--- src/rtl/skew_clock_pkg.sv ---
package skew_clock_pkg;

  typedef enum logic [1:0] {
    LVL_LOW  = 2'd0,
    LVL_MID  = 2'd1,
    LVL_HIGH = 2'd2
  } level_e;

  typedef enum logic [1:0] {
    MODE_SKEW = 2'd0,
    MODE_DIV2 = 2'd1,
    MODE_DIV4 = 2'd2,
    MODE_INV  = 2'd3
  } out_mode_e;

  // Section flavours, chosen per section by the top-level generate.
  localparam int KIND_FINE     = 0;
  localparam int KIND_COARSE_Q = 1;
  localparam int KIND_COARSE_I = 2;

  localparam int DEF_PER_LOW  = 44;
  localparam int DEF_PER_MID  = 26;
  localparam int DEF_PER_HIGH = 16;

  // The 11 code stands for a floating pin, which settles at mid level.
  function automatic level_e level_of(input logic [1:0] code);
    case (code)
      2'b00:   return LVL_LOW;
      2'b10:   return LVL_HIGH;
      default: return LVL_MID;
    endcase
  endfunction

endpackage

--- src/rtl/skew_timebase.sv ---
module skew_timebase
  import skew_clock_pkg::*;
#(
  parameter int PER_LOW  = DEF_PER_LOW,
  parameter int PER_MID  = DEF_PER_MID,
  parameter int PER_HIGH = DEF_PER_HIGH,
  parameter int CW       = 6
) (
  input  logic          clk,
  input  logic          rst,
  input  logic [1:0]    range_code,
  output logic [CW-1:0] tc,
  output logic [CW-1:0] period,
  output logic [1:0]    pcount,
  output logic          load
);

  logic          wrap;
  logic [CW-1:0] req_period;

  always_comb begin
    case (level_of(range_code))
      LVL_LOW:  req_period = CW'(PER_LOW);
      LVL_HIGH: req_period = CW'(PER_HIGH);
      default:  req_period = CW'(PER_MID);
    endcase
  end

  assign wrap = (tc == period - CW'(1));
  assign load = rst | wrap;

  always_ff @(posedge clk) begin
    if (rst) begin
      tc     <= '0;
      pcount <= '0;
      period <= req_period;
    end else if (wrap) begin
      tc     <= '0;
      pcount <= pcount + 2'd1;
      period <= req_period;
    end else begin
      tc <= tc + CW'(1);
    end
  end

  p_tc_bound_r4: assert property (@(posedge clk) disable iff (rst)
    tc < period);

  p_period_legal_r4: assert property (@(posedge clk) disable iff (rst)
    (period == CW'(PER_LOW)) || (period == CW'(PER_MID)) || (period == CW'(PER_HIGH)));

  p_wrap_zero_r10: assert property (@(posedge clk) disable iff (rst)
    (tc == period - CW'(1)) |=> (tc == '0));

endmodule

--- src/rtl/skew_section.sv ---
module skew_section
  import skew_clock_pkg::*;
#(
  parameter int KIND = KIND_FINE,
  parameter int CW   = 6
) (
  input  logic          clk,
  input  logic          rst,
  input  logic          load,
  input  logic [1:0]    f_major,
  input  logic [1:0]    f_minor,
  input  logic [CW-1:0] tc,
  input  logic [CW-1:0] period,
  input  logic [1:0]    pcount,
  output logic [1:0]    q
);

  logic [3:0]        idx;
  out_mode_e         dec_mode;
  logic signed [3:0] dec_skew;
  logic signed [4:0] s5;
  out_mode_e         act_mode;
  logic signed [3:0] act_skew;
  int                ph_t;
  logic              half_hi;
  logic              out_nxt;
  logic              out_r;

  // Nine-way index from the two three-level selects, major digit first.
  assign idx = {2'b00, level_of(f_major)} * 4'd3 + {2'b00, level_of(f_minor)};

  generate
    if (KIND == KIND_FINE) begin : g_fine
      always_comb begin
        s5       = $signed({1'b0, idx}) - 5'sd4;
        dec_mode = MODE_SKEW;
        dec_skew = s5[3:0];
      end
    end else begin : g_coarse
      always_comb begin
        s5       = $signed({idx, 1'b0}) - 5'sd8;
        dec_skew = s5[3:0];
        if (idx == 4'd0)
          dec_mode = MODE_DIV2;
        else if (idx == 4'd8)
          dec_mode = (KIND == KIND_COARSE_Q) ? MODE_DIV4 : MODE_INV;
        else
          dec_mode = MODE_SKEW;
      end
    end
  endgenerate

  // Shifted phase, (tc - skew) mod period, kept positive by adding one period.
  always_comb begin
    ph_t = int'(tc) + int'(period) - int'(act_skew);
    if (ph_t >= int'(period)) ph_t = ph_t - int'(period);
    if (ph_t >= int'(period)) ph_t = ph_t - int'(period);
    half_hi = (int'(tc) >= int'(period) / 2);
    case (act_mode)
      MODE_DIV2: out_nxt = pcount[0];
      MODE_DIV4: out_nxt = pcount[1];
      MODE_INV:  out_nxt = ~half_hi;
      default:   out_nxt = (ph_t >= int'(period) / 2);
    endcase
  end

  always_ff @(posedge clk) begin
    if (load) begin
      act_mode <= dec_mode;
      act_skew <= dec_skew;
    end
    if (rst) out_r <= 1'b0;
    else     out_r <= out_nxt;
  end

  assign q = {out_r, out_r};

  p_cfg_hold_r10: assert property (@(posedge clk) disable iff (rst)
    !load |=> ($stable(act_mode) && $stable(act_skew)));

  generate
    if (KIND != KIND_FINE) begin : g_chk_coarse
      p_coarse_even_r6: assert property (@(posedge clk) disable iff (rst)
        (act_mode == MODE_SKEW) |-> (act_skew[0] == 1'b0));
    end else begin : g_chk_fine
      p_fine_mode_r5: assert property (@(posedge clk) disable iff (rst)
        act_mode == MODE_SKEW);
    end
  endgenerate

endmodule

--- src/rtl/skew_clock_matrix.sv ---
module skew_clock_matrix
  import skew_clock_pkg::*;
#(
  parameter int PER_LOW  = DEF_PER_LOW,
  parameter int PER_MID  = DEF_PER_MID,
  parameter int PER_HIGH = DEF_PER_HIGH
) (
  input  logic       clk,
  input  logic       rst,
  input  logic [1:0] range_sel,
  input  logic [7:0] fsel_hi,
  input  logic [7:0] fsel_lo,
  output logic [3:0] out_a,
  output logic [3:0] out_b
);

  localparam int NSEC   = 4;
  localparam int PER_MX = (PER_LOW > PER_MID) ?
                          ((PER_LOW > PER_HIGH) ? PER_LOW : PER_HIGH) :
                          ((PER_MID > PER_HIGH) ? PER_MID : PER_HIGH);
  localparam int CW     = $clog2(PER_MX + 7) + 1;

  logic [CW-1:0] tc;
  logic [CW-1:0] period;
  logic [1:0]    pcount;
  logic          load;

  skew_timebase #(
    .PER_LOW (PER_LOW),
    .PER_MID (PER_MID),
    .PER_HIGH(PER_HIGH),
    .CW      (CW)
  ) u_tb (
    .clk       (clk),
    .rst       (rst),
    .range_code(range_sel),
    .tc        (tc),
    .period    (period),
    .pcount    (pcount),
    .load      (load)
  );

  generate
    for (genvar i = 0; i < NSEC; i++) begin : g_sec
      localparam int KIND = (i < 2) ? KIND_FINE :
                            ((i == 2) ? KIND_COARSE_Q : KIND_COARSE_I);
      logic [1:0] pair;

      skew_section #(
        .KIND(KIND),
        .CW  (CW)
      ) u_sec (
        .clk    (clk),
        .rst    (rst),
        .load   (load),
        .f_major(fsel_hi[2*i +: 2]),
        .f_minor(fsel_lo[2*i +: 2]),
        .tc     (tc),
        .period (period),
        .pcount (pcount),
        .q      (pair)
      );

      assign out_a[i] = pair[0];
      assign out_b[i] = pair[1];
    end
  endgenerate

endmodule

--- config.mk ---
export PLATFORM = sky130hd
export DESIGN_NAME = skew_clock_matrix
export DESIGN_NICKNAME = d
export VERILOG_FILES = /design/src/rtl/skew_clock_pkg.sv /design/src/rtl/skew_timebase.sv /design/src/rtl/skew_section.sv /design/src/rtl/skew_clock_matrix.sv
export SDC_FILE = /design/constraint.sdc
export NUM_CORES = 1
export LEC_CHECK = 0
export ABC_AREA = 1
export BUFFER_PORTS_ARGS = -buffer_cell sky130_fd_sc_hd__buf_2
export CORE_MARGIN = 5
export CORE_UTILIZATION = 35
export CTS_CLUSTER_DIAMETER = 40
export CTS_CLUSTER_SIZE = 10
export DETAILED_ROUTE_END_ITERATION = 7
export PLACE_DENSITY = 0.55
export SYNTH_ARGS = -nofsm -noshare
export SYNTH_HDL_FRONTEND = slang
export SYNTH_SLANG_ARGS = --single-unit
export TNS_END_PERCENT = 5
--- constraint.sdc ---
create_clock -name clk -period 21.2 [get_ports clk]
set_input_delay 2.12 -clock clk [delete_from_list [all_inputs] [get_ports clk]]
set_output_delay 2.12 -clock clk [all_outputs]
set_load 0.01 [all_outputs]
==> After elaboration in Yosys (flattened, before gate mapping) <==
Cells that the tools add are included.
{ "classes": {"n_addsub": 24, "n_mul": 4, "n_lt_le_gt_ge": 13, "n_eq_ne": 19, "n_mux": 24, "n_bitwise": 2, "n_reduce_logical": 14} }
{ "ops": {"columns": ["cell", "n"], "rows": [
  ["$ge 32x8->1", 8],
  ["$mux 32", 8],
  ["$sub 32x8->32", 8],
  ["$ge 32x7->1", 4],
  ["$sub 9x4->10", 4],
  ["$pmux 2 s2", 9],
  ["$eq 2x2->1 const B", 14],
  ["$logic_not 2->1", 10],
  ["$add 4x2->4", 4],
  ["$mul 2x2->4 const B", 4],
  ["$mux 7", 2],
  ["$pmux 6 s2", 1],
  ["$add 7x7->8", 1],
  ["$eq 4x4->1 const B", 2],
  ["$logic_not 4->1", 2],
  ["$sub 4x3->4 const B", 2],
  ["$sub 4x4->4 const B", 2],
  ["$add 7x1->7 const B", 1],
  ["$eq 7x7->1", 1],
  ["$ge 7x6->1", 1],
  ["$sub 7x1->7 const B", 1],
  ["$pmux 1 s3", 2],
  ["$eq 2x1->1 const B", 2],
  ["$mux 2", 2],
  ["5 further kinds", 5]
]} }
{ "word_totals": {"regBits": 40, "inputBits": 20, "word_cells": 113} }

==> Longest topological paths before layout <==
{ "logic_depth": {"depth_word": 8, "ltp_mapped": 55, "ltp_nobuf": 53} }

==> Cells and area by module <==
Synthesis repeated with hierarchy kept, for this count alone.
{ "hier_totals": {"cells_unflattened": 2033, "area_unflattened_um2": 12737.2} }
{ "modules_own_cells": {"columns": ["mod", "instances", "cells_each", "area_each_um2", "seq_area_each_um2"], "rows": [
  ["skew_section (g_sec[3].u_sec)", 1, 613, 3606.0, 170.2],
  ["skew_section (g_sec[2].u_sec)", 1, 602, 3544.6, 170.2],
  ["skew_section (g_sec[1].u_sec)", 1, 365, 2417.3, 140.1],
  ["skew_section (g_sec[0].u_sec)", 1, 355, 2396.0, 140.1],
  ["skew_timebase", 1, 98, 773.2, 300.3]
]} }

==> Worst setup path before layout <==
No wires, ideal clock.
{ "synth_timing": {"path_kind": "reg2reg", "from": "register u_tb.period[1]", "to": "register g_sec[0].u_sec.out_r", "setup_time_ns": 0.109, "t_arrival_ns": 7.580, "path_slack_ns": 13.511, "stages_incl_launch_ff": 53, "n_path_buf": 2, "cell_sequence": "edfxtp_1 > ha_1 > fa_1 > xor2_1 > ha_1 > a21oi_1 > nand2_1 > xnor2_1 > inv_1 > ha_1 > nand2_1 > o211ai_1 > and2_1 > nor2_1 > nand2_1 > inv_1 > nand2_1 > inv_1 > (+17 left out) > nor2_2 > nand2_1 > nand2_2 > nand2_4 > buf_2 > o21ai_0 > ha_1 > a21boi_0 > o21a_1 > o21a_1 > o21ai_0 > a21oi_1 > nand2_1 > nand2_1 > nor2_1 > nand3_1 > nand2_1 > inv_1"} }
{ "synth_between": {"elab_chain_len": 7} }
{ "synth_rtl": {"columns": ["item", "line", "rtl"], "rows": [
  ["start, declared", "skew_timebase.sv:13", "output logic [CW-1:0] period,"],
  ["start signal, assigned", "skew_timebase.sv:36", "period <= req_period;"],
  ["start signal, assigned", "skew_timebase.sv:40", "period <= req_period;"],
  ["$add 7x7->8", "skew_section.sv:55", "ph_t = int'(tc) + int'(period) - int'(act_skew);"],
  ["$sub 9x4->10", "skew_section.sv:55", null],
  ["$sub 32x8->32 or $ge 32x8->1 (tied branches)", "skew_section.sv:56", "if (ph_t >= int'(period)) ph_t = ph_t - int'(period);"],
  ["$mux 32", "skew_section.sv:56", null],
  ["$sub 32x8->32 or $ge 32x8->1 (tied branches)", "skew_section.sv:57", "if (ph_t >= int'(period)) ph_t = ph_t - int'(period);"],
  ["$mux 32", "skew_section.sv:57", null],
  ["$ge 32x7->1 (*)", "skew_section.sv:63", "default: out_nxt = (ph_t >= int'(period) / 2);"],
  ["end signal, assigned", "skew_section.sv:73", "else out_r <= out_nxt;"],
  ["end, declared", "skew_section.sv:27", "logic out_r;"]
]} }
Mark *: on every way between the ends. The rest lies on a longest branch, timed or not.
A chain may end at the register's enable or synchronous reset.

==> Worst setup path in the final report <==
{ "layout_timing": {"from": "register u_tb.period[1]", "to": "register g_sec[3].u_sec.out_r"} }
{ "layout_between": {"elab_chain_len": 8} }
{ "layout_rtl": {"columns": ["item", "line", "rtl"], "rows": [
  ["$add 7x7->8", "skew_section.sv:55", null],
  ["$sub 9x4->10", "skew_section.sv:55", null],
  ["$sub 32x8->32 or $ge 32x8->1 (tied branches)", "skew_section.sv:56", null],
  ["$mux 32", "skew_section.sv:56", null],
  ["$sub 32x8->32 or $ge 32x8->1 (tied branches)", "skew_section.sv:57", null],
  ["$mux 32", "skew_section.sv:57", null],
  ["$ge 32x7->1", "skew_section.sv:63", null],
  ["$pmux 1 s3 (*)", "skew_section.sv:59", "case (act_mode)"],
  ["end signal, assigned", "skew_section.sv:73", null],
  ["end, declared", "skew_section.sv:27", null]
]} }
Marks and branches as above.

==> flow_metrics.tcl <==
set metrics [dict create \
    crit_required_ns 21.38 \
    r2r_end "g_sec[3].u_sec.out_r" \
    cp.arrival_ns 9.32 \
    core_area_um2 35400 \
    vias 12800 \
    ios 28 \
    rrSetupSlack_ns 12.06 \
    synth_top_cell_area_share_pct 20.3 \
    syn-cell-area_um2 12500 \
    drv_slew 0 \
    ys_ff_latch 35 \
    portBuffers 27 \
    cts_tree "done" \
    synth_common_cells "nand2_1 (673), inv_1 (320), nor2_1 (230)" \
    drc_errors 0 \
    die_h_um 199 \
    relSlewSlack_pct 36.3 \
    place_area_um2 12800 \
    min_from "u_tb.pcount[0]" \
    fin_area_um2 13000 \
    fp.dieW_um 199 \
    r2r_start "u_tb.period[1]" \
    power_density_nw_per_um2 108 \
    drive_gt1_share_pct 7.91 \
    antenna_found_initial 0 \
    setup_violations 0 \
    worstMarginPinSlew_ns 0.952 \
    synth_area_leaders "nand2_1 (20%), ha_1 (15%), inv_1 (9.6%)" \
    critPathLaunchType "flop" \
    status "finished clean" \
    ir_drop_mv 0.0377 \
    grt_pass1_vias 12000 \
    fmax_mhz 109 \
    wl_um 33900 \
    synth_most_common_cell "nand2_1" \
    cts_sinks 35 \
    dr.pass1.iters 6 \
    leakagePower_uw 0.00713 \
    syn_inst 2175 \
    cts_made_buffers 5 \
    path_class "reg -> reg" \
    rr_worst_depth 43 \
    hold_depth 2 \
    initial_utilization_pct 35.2 \
    fin_nets 2351 \
    grt_usage_pct 17.1 \
    routedWlPerCell_um 12.9 \
    synth-edff-count 22 \
    dp_hpwl_um 28100 \
    rows 69 \
    h-tree-depth 2 \
    clkLatencyLatePin_ns 0.30 \
    grt_pass1_wl_um 57200 \
    syn_area_per_cell_um2 5.73 \
    cp_max_fo 28 \
    post-synth-top-area-cell "nand2_1" \
    final.min_clock_period_ns 9.14 \
    antenna_cells 0 \
    cap_violations 0 \
    synth_warnings 0 \
    dominantRegCellSynth "edfxtp_1" \
    hold_path_class "reg -> reg" \
    syn_to_final_growth_pct 3.98 \
    fillerInstances 3981 \
    drt-initial-drc-count 680 \
    ys_types 50 \
    cts_root_buffer "clkbuf_16" \
    cpPeakStageDelay_ns 0.68 \
    grt_max_degree 37 \
    ant_nets 0 \
    critPathSlowestCell "edfxtp_1" \
    min_period_over_period_pct 43.1 \
    vias_per_cell 4.88 \
    syn_nets 2365 \
    cts_resized 0 \
    rsz0062_at_grt "false" \
    ys_seq_area_share_pct 7.39 \
    die_area_um2 39500 \
    hold_violations 0 \
    min_to "u_tb.pcount[0]" \
    cts_hold_buf 0 \
    synthArstFlopShare_pct 0 \
    clk_path_buf_depth 2 \
    end_kind "flop" \
    gp_congestion 0.905 \
    tns_ns 0 \
    clock_skew_ns 0.00945 \
    cts_setup_buffers 0 \
    gr-total-overflow 0 \
    clkTransAtPathRegs_ns 0.06 \
]
[metal layers]
layer  up-vias  track usage (%)  wire length (um)
li1       6857                -                 -
met1      5687             24.2             16900
met2       230             28.9             15500
met3        30             1.61              1080
met4         0             2.79               410
met5         -                0                 0
[layout make-up]
class,count,area (um2),share of cell area (%)
repair buffers,32,173,1.33
clock buffers,8,136,1.05
well taps,461,577,4.45
inverters,334,1260,9.71
flip-flops and latches,35,921,7.11
multi-input cells,1753,9890,76.3
[kinds of logic after synthesis]
group,share of synthesized area (%)
flops,7.39
buf+inv,13.2
compound gates,8.08
fa+ha+maj,18.1
xor+xnor,6.11
simple gates,47.1
[state kept, by name (all words and copies together) (netlist names)]
signal	count
g_sec.u_sec.out_r	4
u_tb.tc	7
u_tb.pcount	2
u_tb.period	4
g_sec.u_sec.act_mode	4
g_sec.u_sec.act_skew	14
[worst max-delay path: cells and delay by family (launching register included)]
kind | cells | cell delay (ns)
fa+ha+maj | 7 | 2.31
simple gates | 18 | 2.56
flops | 1 | 0.68
buf+inv | 2 | 0.33
compound gates | 12 | 1.99
xor+xnor | 4 | 1.13
[where the power goes]
group | total, uW | internal [uW] | switching (uW)
combinational | 1230 | 430 | 804
sequential | 85.8 | 79.4 | 6.37
clock | 75.9 | 43.9 | 32.0
total | 1400 | 553 | 843
[worst max-delay path by stage]
stage / from / endpoint / slack (ns) / cells after the start
after floorplan: u_tb.period[1] / g_sec[0].u_sec.out_r / 13.51 / 52
after detailed placement: u_tb.period[1] / g_sec[3].u_sec.out_r / 12.03 / 43
after global routing: u_tb.period[1] / g_sec[3].u_sec.out_r / 11.00 / 43
final: u_tb.period[1] / g_sec[3].u_sec.out_r / 12.06 / 43
after global placement: u_tb.period[1] / g_sec[3].u_sec.out_r / 12.35 / 44
after CTS: u_tb.period[1] / g_sec[3].u_sec.out_r / 12.03 / 44
[layout by cell type, fill, tap and decap left out, drive strengths merged, types with 8 or more instances in the layout]
cell,netlist,layout
nand3,216,216
dfxtp,13,13
nor3,29,29
xnor2,29,29
nor2,257,257
inv,333,333
edfxtp,22,22
a21oi,78,78
xor2,58,58
clkbuf,13,8
buf,40,32
or2,17,17
nand2,733,733
ha,153,153
nand4,31,31
nand3b,21,21
o21ai,79,79
fa,17,17
o21a,8,8
[through the flow]
stage          instances  util, %  total power, uW  hold slack (ns)  worst slack (ns)
6_report            2623     36.6             1400            0.525             12.06
5_1_grt             2623     36.6             1590            0.566             11.00
4_1_cts             2623     36.6             1400            0.521             12.03
3_5_place_dp        2615     36.2             1310            0.507             12.03
3_3_place_gp        2615     36.2             1310            0.495             12.35
2_1_floorplan       2175        -             1100            0.464             13.51
Note: power is estimated with default switching activity, not from simulation.
